### src/rtl/mdm_pkg.sv
package mdm_pkg;
    localparam int LINES  = 4;
    localparam int CTL_W  = 5;
    localparam int BYTE_W = 8;

    // line index inside a nibble: 3 carrier, 2 ring, 1 dsr, 0 cts
    localparam int IX_CTS = 0;
    localparam int IX_DSR = 1;
    localparam int IX_RI  = 2;
    localparam int IX_DCD = 3;

    // control bit positions
    localparam int CB_DTR  = 0;
    localparam int CB_RTS  = 1;
    localparam int CB_OUT1 = 2;
    localparam int CB_OUT2 = 3;
    localparam int CB_LOOP = 4;

    localparam logic [LINES-1:0] LVL_RST = 4'b1011;
    localparam logic [CTL_W-1:0] CTL_RST = 5'b01000;

    typedef struct packed {
        logic [CTL_W-1:0]  ctl;
        logic [LINES-1:0]  lvl;
        logic [LINES-1:0]  dlt;
        logic [BYTE_W-1:0] rdat;
    } mdm_state_t;
endpackage

### src/rtl/mdm_sync.sv
module mdm_sync #(
    parameter int                 WIDTH   = 4,
    parameter int                 STAGES  = 2,
    parameter logic [WIDTH-1:0]   RST_VAL = '0
) (
    input  logic             clk,
    input  logic             rst_n,
    input  logic [WIDTH-1:0] din,
    output logic [WIDTH-1:0] dout
);
    logic [WIDTH-1:0] stage_q [STAGES];

    generate
        for (genvar s = 0; s < STAGES; s++) begin : g_stage
            if (s == 0) begin : g_first
                always_ff @(posedge clk or negedge rst_n) begin
                    if (!rst_n) stage_q[0] <= RST_VAL;
                    else        stage_q[0] <= din;
                end
            end else begin : g_next
                always_ff @(posedge clk or negedge rst_n) begin
                    if (!rst_n) stage_q[s] <= RST_VAL;
                    else        stage_q[s] <= stage_q[s-1];
                end
            end
        end
    endgenerate

    assign dout = stage_q[STAGES-1];
endmodule

### src/rtl/mdm_edge.sv
module mdm_edge
    import mdm_pkg::*;
(
    input  logic [LINES-1:0] old_lvl,
    input  logic [LINES-1:0] new_lvl,
    output logic [LINES-1:0] set_mask
);
    always_comb begin
        set_mask = old_lvl ^ new_lvl;
        // ring flags only a falling level
        set_mask[IX_RI] = old_lvl[IX_RI] & ~new_lvl[IX_RI];
    end
endmodule

### src/rtl/mdm_loopmap.sv
module mdm_loopmap
    import mdm_pkg::*;
(
    input  logic [CTL_W-1:0] ctl,
    output logic [LINES-1:0] lb_lvl
);
    always_comb begin
        lb_lvl         = '0;
        lb_lvl[IX_DCD] = ctl[CB_OUT2];
        lb_lvl[IX_RI]  = ctl[CB_OUT1];
        lb_lvl[IX_DSR] = ctl[CB_DTR];
        lb_lvl[IX_CTS] = ctl[CB_RTS];
    end
endmodule

### src/rtl/modem_ctl_stat.sv
module modem_ctl_stat
    import mdm_pkg::*;
#(
    parameter int SYNC_STAGES = 2
) (
    input  logic              clk,
    input  logic              rst_n,
    input  logic              reg_sel,
    input  logic              wr_en,
    input  logic              rd_en,
    input  logic [BYTE_W-1:0] wr_data,
    output logic [BYTE_W-1:0] rd_data,
    input  logic              cts_i,
    input  logic              dsr_i,
    input  logic              dcd_i,
    input  logic              ri_i,
    output logic              dtr_o,
    output logic              rts_o,
    output logic              out1_o,
    output logic              out2_o,
    output logic              msc_irq
);
    localparam int PAD_W = BYTE_W - CTL_W;

    mdm_state_t st_d, st_q;
    logic [LINES-1:0] raw_lvl, sync_lvl, set_mask, lb_lvl;
    logic             loop_on, stat_clr;
    logic [PAD_W-1:0] unused_wr_hi;

    assign unused_wr_hi = wr_data[BYTE_W-1:CTL_W];

    always_comb begin
        raw_lvl         = '0;
        raw_lvl[IX_CTS] = cts_i;
        raw_lvl[IX_DSR] = dsr_i;
        raw_lvl[IX_RI]  = ri_i;
        raw_lvl[IX_DCD] = dcd_i;
    end

    mdm_sync #(.WIDTH(LINES), .STAGES(SYNC_STAGES), .RST_VAL(LVL_RST)) u_sync (
        .clk(clk), .rst_n(rst_n), .din(raw_lvl), .dout(sync_lvl)
    );

    mdm_edge u_edge (.old_lvl(st_q.lvl), .new_lvl(sync_lvl), .set_mask(set_mask));

    mdm_loopmap u_loop (.ctl(st_q.ctl), .lb_lvl(lb_lvl));

    assign loop_on  = st_q.ctl[CB_LOOP];
    assign stat_clr = rd_en && reg_sel && !loop_on;

    always_comb begin
        st_d = st_q;
        if (!loop_on) begin
            st_d.lvl = sync_lvl;
        end
        st_d.dlt = (stat_clr ? '0 : st_q.dlt) | (loop_on ? '0 : set_mask);
        if (wr_en && !reg_sel) begin
            st_d.ctl = wr_data[CTL_W-1:0];
        end
        if (rd_en) begin
            if (!reg_sel)     st_d.rdat = {{PAD_W{1'b0}}, st_q.ctl};
            else if (loop_on) st_d.rdat = {lb_lvl, {LINES{1'b0}}};
            else              st_d.rdat = {st_q.lvl, st_q.dlt};
        end
    end

    always_ff @(posedge clk or negedge rst_n) begin
        if (!rst_n) begin
            st_q.ctl  <= CTL_RST;
            st_q.lvl  <= LVL_RST;
            st_q.dlt  <= '0;
            st_q.rdat <= '0;
        end else begin
            st_q <= st_d;
        end
    end

    assign rd_data = st_q.rdat;
    assign dtr_o   = st_q.ctl[CB_DTR]  & ~loop_on;
    assign rts_o   = st_q.ctl[CB_RTS]  & ~loop_on;
    assign out1_o  = st_q.ctl[CB_OUT1] & ~loop_on;
    assign out2_o  = st_q.ctl[CB_OUT2] & ~loop_on;
    assign msc_irq = |st_q.dlt;
endmodule

### config.mk
export PLATFORM = sky130hd
export DESIGN_NAME = modem_ctl_stat
export DESIGN_NICKNAME = d
export VERILOG_FILES = /design/src/rtl/mdm_pkg.sv /design/src/rtl/mdm_sync.sv /design/src/rtl/mdm_edge.sv /design/src/rtl/mdm_loopmap.sv /design/src/rtl/modem_ctl_stat.sv
export SDC_FILE = /design/constraint.sdc
export NUM_CORES = 1
export LEC_CHECK = 0
export BUFFER_PORTS_ARGS = -buffer_cell sky130_fd_sc_hd__buf_2
export CAP_MARGIN = 20
export CORE_MARGIN = 2
export CORE_UTILIZATION = 40
export CTS_CLUSTER_DIAMETER = 60
export CTS_CLUSTER_SIZE = 40
export DETAILED_ROUTE_END_ITERATION = 8
export GPL_TIMING_DRIVEN = 1
export PLACE_DENSITY = 0.58
export SETUP_SLACK_MARGIN = 0.3
export SYNTH_ARGS = -nofsm -noshare
export SYNTH_HDL_FRONTEND = slang
export SYNTH_HIERARCHICAL = 1
export SYNTH_SLANG_ARGS = --single-unit
### constraint.sdc
create_clock -name clk -period 2 [get_ports clk]
set_input_delay 0.1 -clock clk [delete_from_list [all_inputs] [get_ports clk]]
set_output_delay 0.1 -clock clk [all_outputs]
set_load 0.02 [all_outputs]
==> flow_summary.yaml <==
status:
  status: "finished clean"
worst_setup_path:
  cp_max_fo: 3
  reg2reg_to: "st_q[11]"
  endpoint_kind: "output port"
  required_ns: 1.90
  r2r-start: "loop_on"
  cp.arrival_ns: 1.44
  startpoint: "st_q[11]"
  rr_worst_depth: 2
  crit_type: "register to output port"
  startpoint_type: "register"
  reg2reg_slack_ns: 0.66
  crit_path_end: "msc_irq"
clocking:
  cts_tree: "yes"
  clk_pin_slew_ns: 0.09
  cts.sinks: 29
  clk_latency_ns: 0.32
  cts_buffers: 5
  clockBufferDepth: 2
  cts_root_buf: "clkbuf_4"
  cts_setup_buffers: 0
  htreeDepth: 2
synth:
  yosys.area.top_type: "dfrtp_1"
  ys_top_cells_by_area: "dfrtp_1 36%, dfstp_2 20%, buf_4 9.6%, mux2_2 7.6%, a22o_1 2.6%"
  synth_area_per_cell_um2: 13.0
  ys_types: 24
  ys_seq_area_frac: 0.556
  syn_nets: 119
  ys_seq_elements: 29
  synthCells: 102
  yosys_warnings: 6
  synth.top_cell.area_share: 0.358
  syn_area_um2: 1330
global_routing:
  grt.overflow.total: 0
  track_usage: 0.127
  grt_pass1_vias: 672
  antenna_found_initial: 0
  grt_pass1_wl_um: 3250
  grt_max_degree: 30
placement:
  post-place-cells: 152
  place_ws_ns: 0.640
  dpl-instance-area_um2: 1360
  gp_congestion: 0.755
  io_buffers: 26
floorplan:
  num_rows: 20
  io_pins: 30
  initial_utilization: 0.428
  dieArea_um2: 3800
  die_y_um: 61.6
  core_area_um2: 3100
  die_w_um: 61.6
route:
  vias: 787
  wl_per_cell_um: 12.7
  drtIter0Drc: 32
  viasPerCell: 4.68
  drc: 0
  ant_nets: 0
  drt-pass1-iter-count: 2
  wirelength_um: 2130
cells_and_area:
  area_growth_pct: 12.0
  fin_nets: 140
  diodes: 0
  mostFrequentLayoutCells: "26 x buf_2, 19 x dfrtp_1, 10 x dfstp_2"
  final_common_cell: "buf_2"
  final_area_um2: 1490
  layout-drive-gt1-share: 0.444
  instances_no_fill: 168
timing:
  clock_skew_ns: 0.00484
  postLayoutSetupSlackWorst_ns: 0.460
  setup_viol: 0
  grt_setup_unrepaired: "false"
  max_freq_ghz: 0.650
  tightest_slew_ns: 0.678
  hold_viol: 0
  fin_tns_setup_ns: 0
  slew_headroom: 0.548
  period_needed_ns: 1.54
  maxSlewViolCount: 0
  period_share: 0.770
power_and_ir_drop:
  ir_drop_uv: 411
  fin_total_pwr_mw: 1.39
  power_leakage_nw: 0.673
  p_per_area_nw_per_um2: 934
hold_path:
  min_path_type: "input port to register"
job:
  maxCapViolCount: 0
## layout make-up
class                   instances  area (um2)
multi-input cells              51         427
inverters                       2        7.51
repair buffers                 34         210
clock buffers                   8        48.8
well taps                      44        55.1
fillers                       311        1620
flip-flops and latches         29         738
## cells in the mapped netlist
library cell / number
a21oi_2: 1
and3b_1: 1
nand3b_1: 4
nand3b_4: 1
inv_2: 1
inv_1: 1
mux2i_1: 3
dfrtp_1: 19
nand2b_1: 5
or4_1: 1
xor2_1: 3
nor2b_1: 5
nor2_1: 4
nand2_1: 1
nor2b_4: 1
buf_4: 17
buf_2: 1
dfstp_2: 10
mux2_2: 9
o31ai_2: 1
buf_6: 2
o2bb2ai_1: 3
a22o_1: 4
a31oi_1: 4
## worst max-delay path, stage by stage (launching register included)
cell and delay (ns):
dfrtp_1 0.41, or4_1 0.53, buf_2 0.18
## logic make-up (layout without fill, tap and decap cells)
logic type / Yosys count / count (layout) / synth area share
flip-flops: 29 / 29 / 0.556
AND/OR/NAND/NOR: 23 / 23 / 0.122
buffers and inverters: 22 / 44 / 0.123
AO/OA/AOI/OAI: 13 / 13 / 0.0811
multiplexers: 12 / 12 / 0.0990
XOR/XNOR: 3 / 3 / 0.0198
## flip-flops by register name (all words and copies together), names as in the netlist
name            count
st_q               12
rd_data             8
u_sync/dout         4
u_sync/stage_q      4
loop_on             1
## metal layers
layer / part of all wire / vias up / track usage
li1: - / 375 / -
met1: 0.44 / 389 / 0.153
met2: 0.48 / 19 / 0.177
met3: 0.050 / 4 / 0.0630
met4: 0.023 / 0 / 0.0851
met5: 0 / - / 0
## timing repair
action	4_1_cts	5_1_grt
endpoints found under the hold margin	24	2
hold buffers	6	2
resized for setup	0	0
## through the flow
step,utilization,hold WS (ns)
floorplan,-,-0.196
global placement,0.438,0.149
detailed placement,0.438,0.160
CTS,0.473,0.0000540
global route,0.479,0.00355
finish,0.479,0.0136
## power breakdown
part	total [mW]	internal (mW)	leakage, nW	switching [mW]
Clock	0.328	0.140	0.0265	0.189
Sequential	0.778	0.691	0.328	0.0862
Combinational	0.283	0.146	0.319	0.137
## how the worst min path moves through the flow
stage / depth (start not counted) / from / endpoint / slack, ns
2_1_floorplan: 0 / rst_n / loop_on / -0.20
3_3_place_gp: 1 / rst_n / u_sync/dout[2] / 0.15
3_5_place_dp: 1 / rst_n / u_sync/dout[2] / 0.16
4_1_cts: 2 / wr_data[2] / st_q[18] / 0.00005
5_1_grt: 2 / wr_data[3] / st_q[19] / 0.004
6_report: 2 / wr_data[3] / st_q[19] / 0.01
Note: power is estimated with default switching activity, not from simulation.
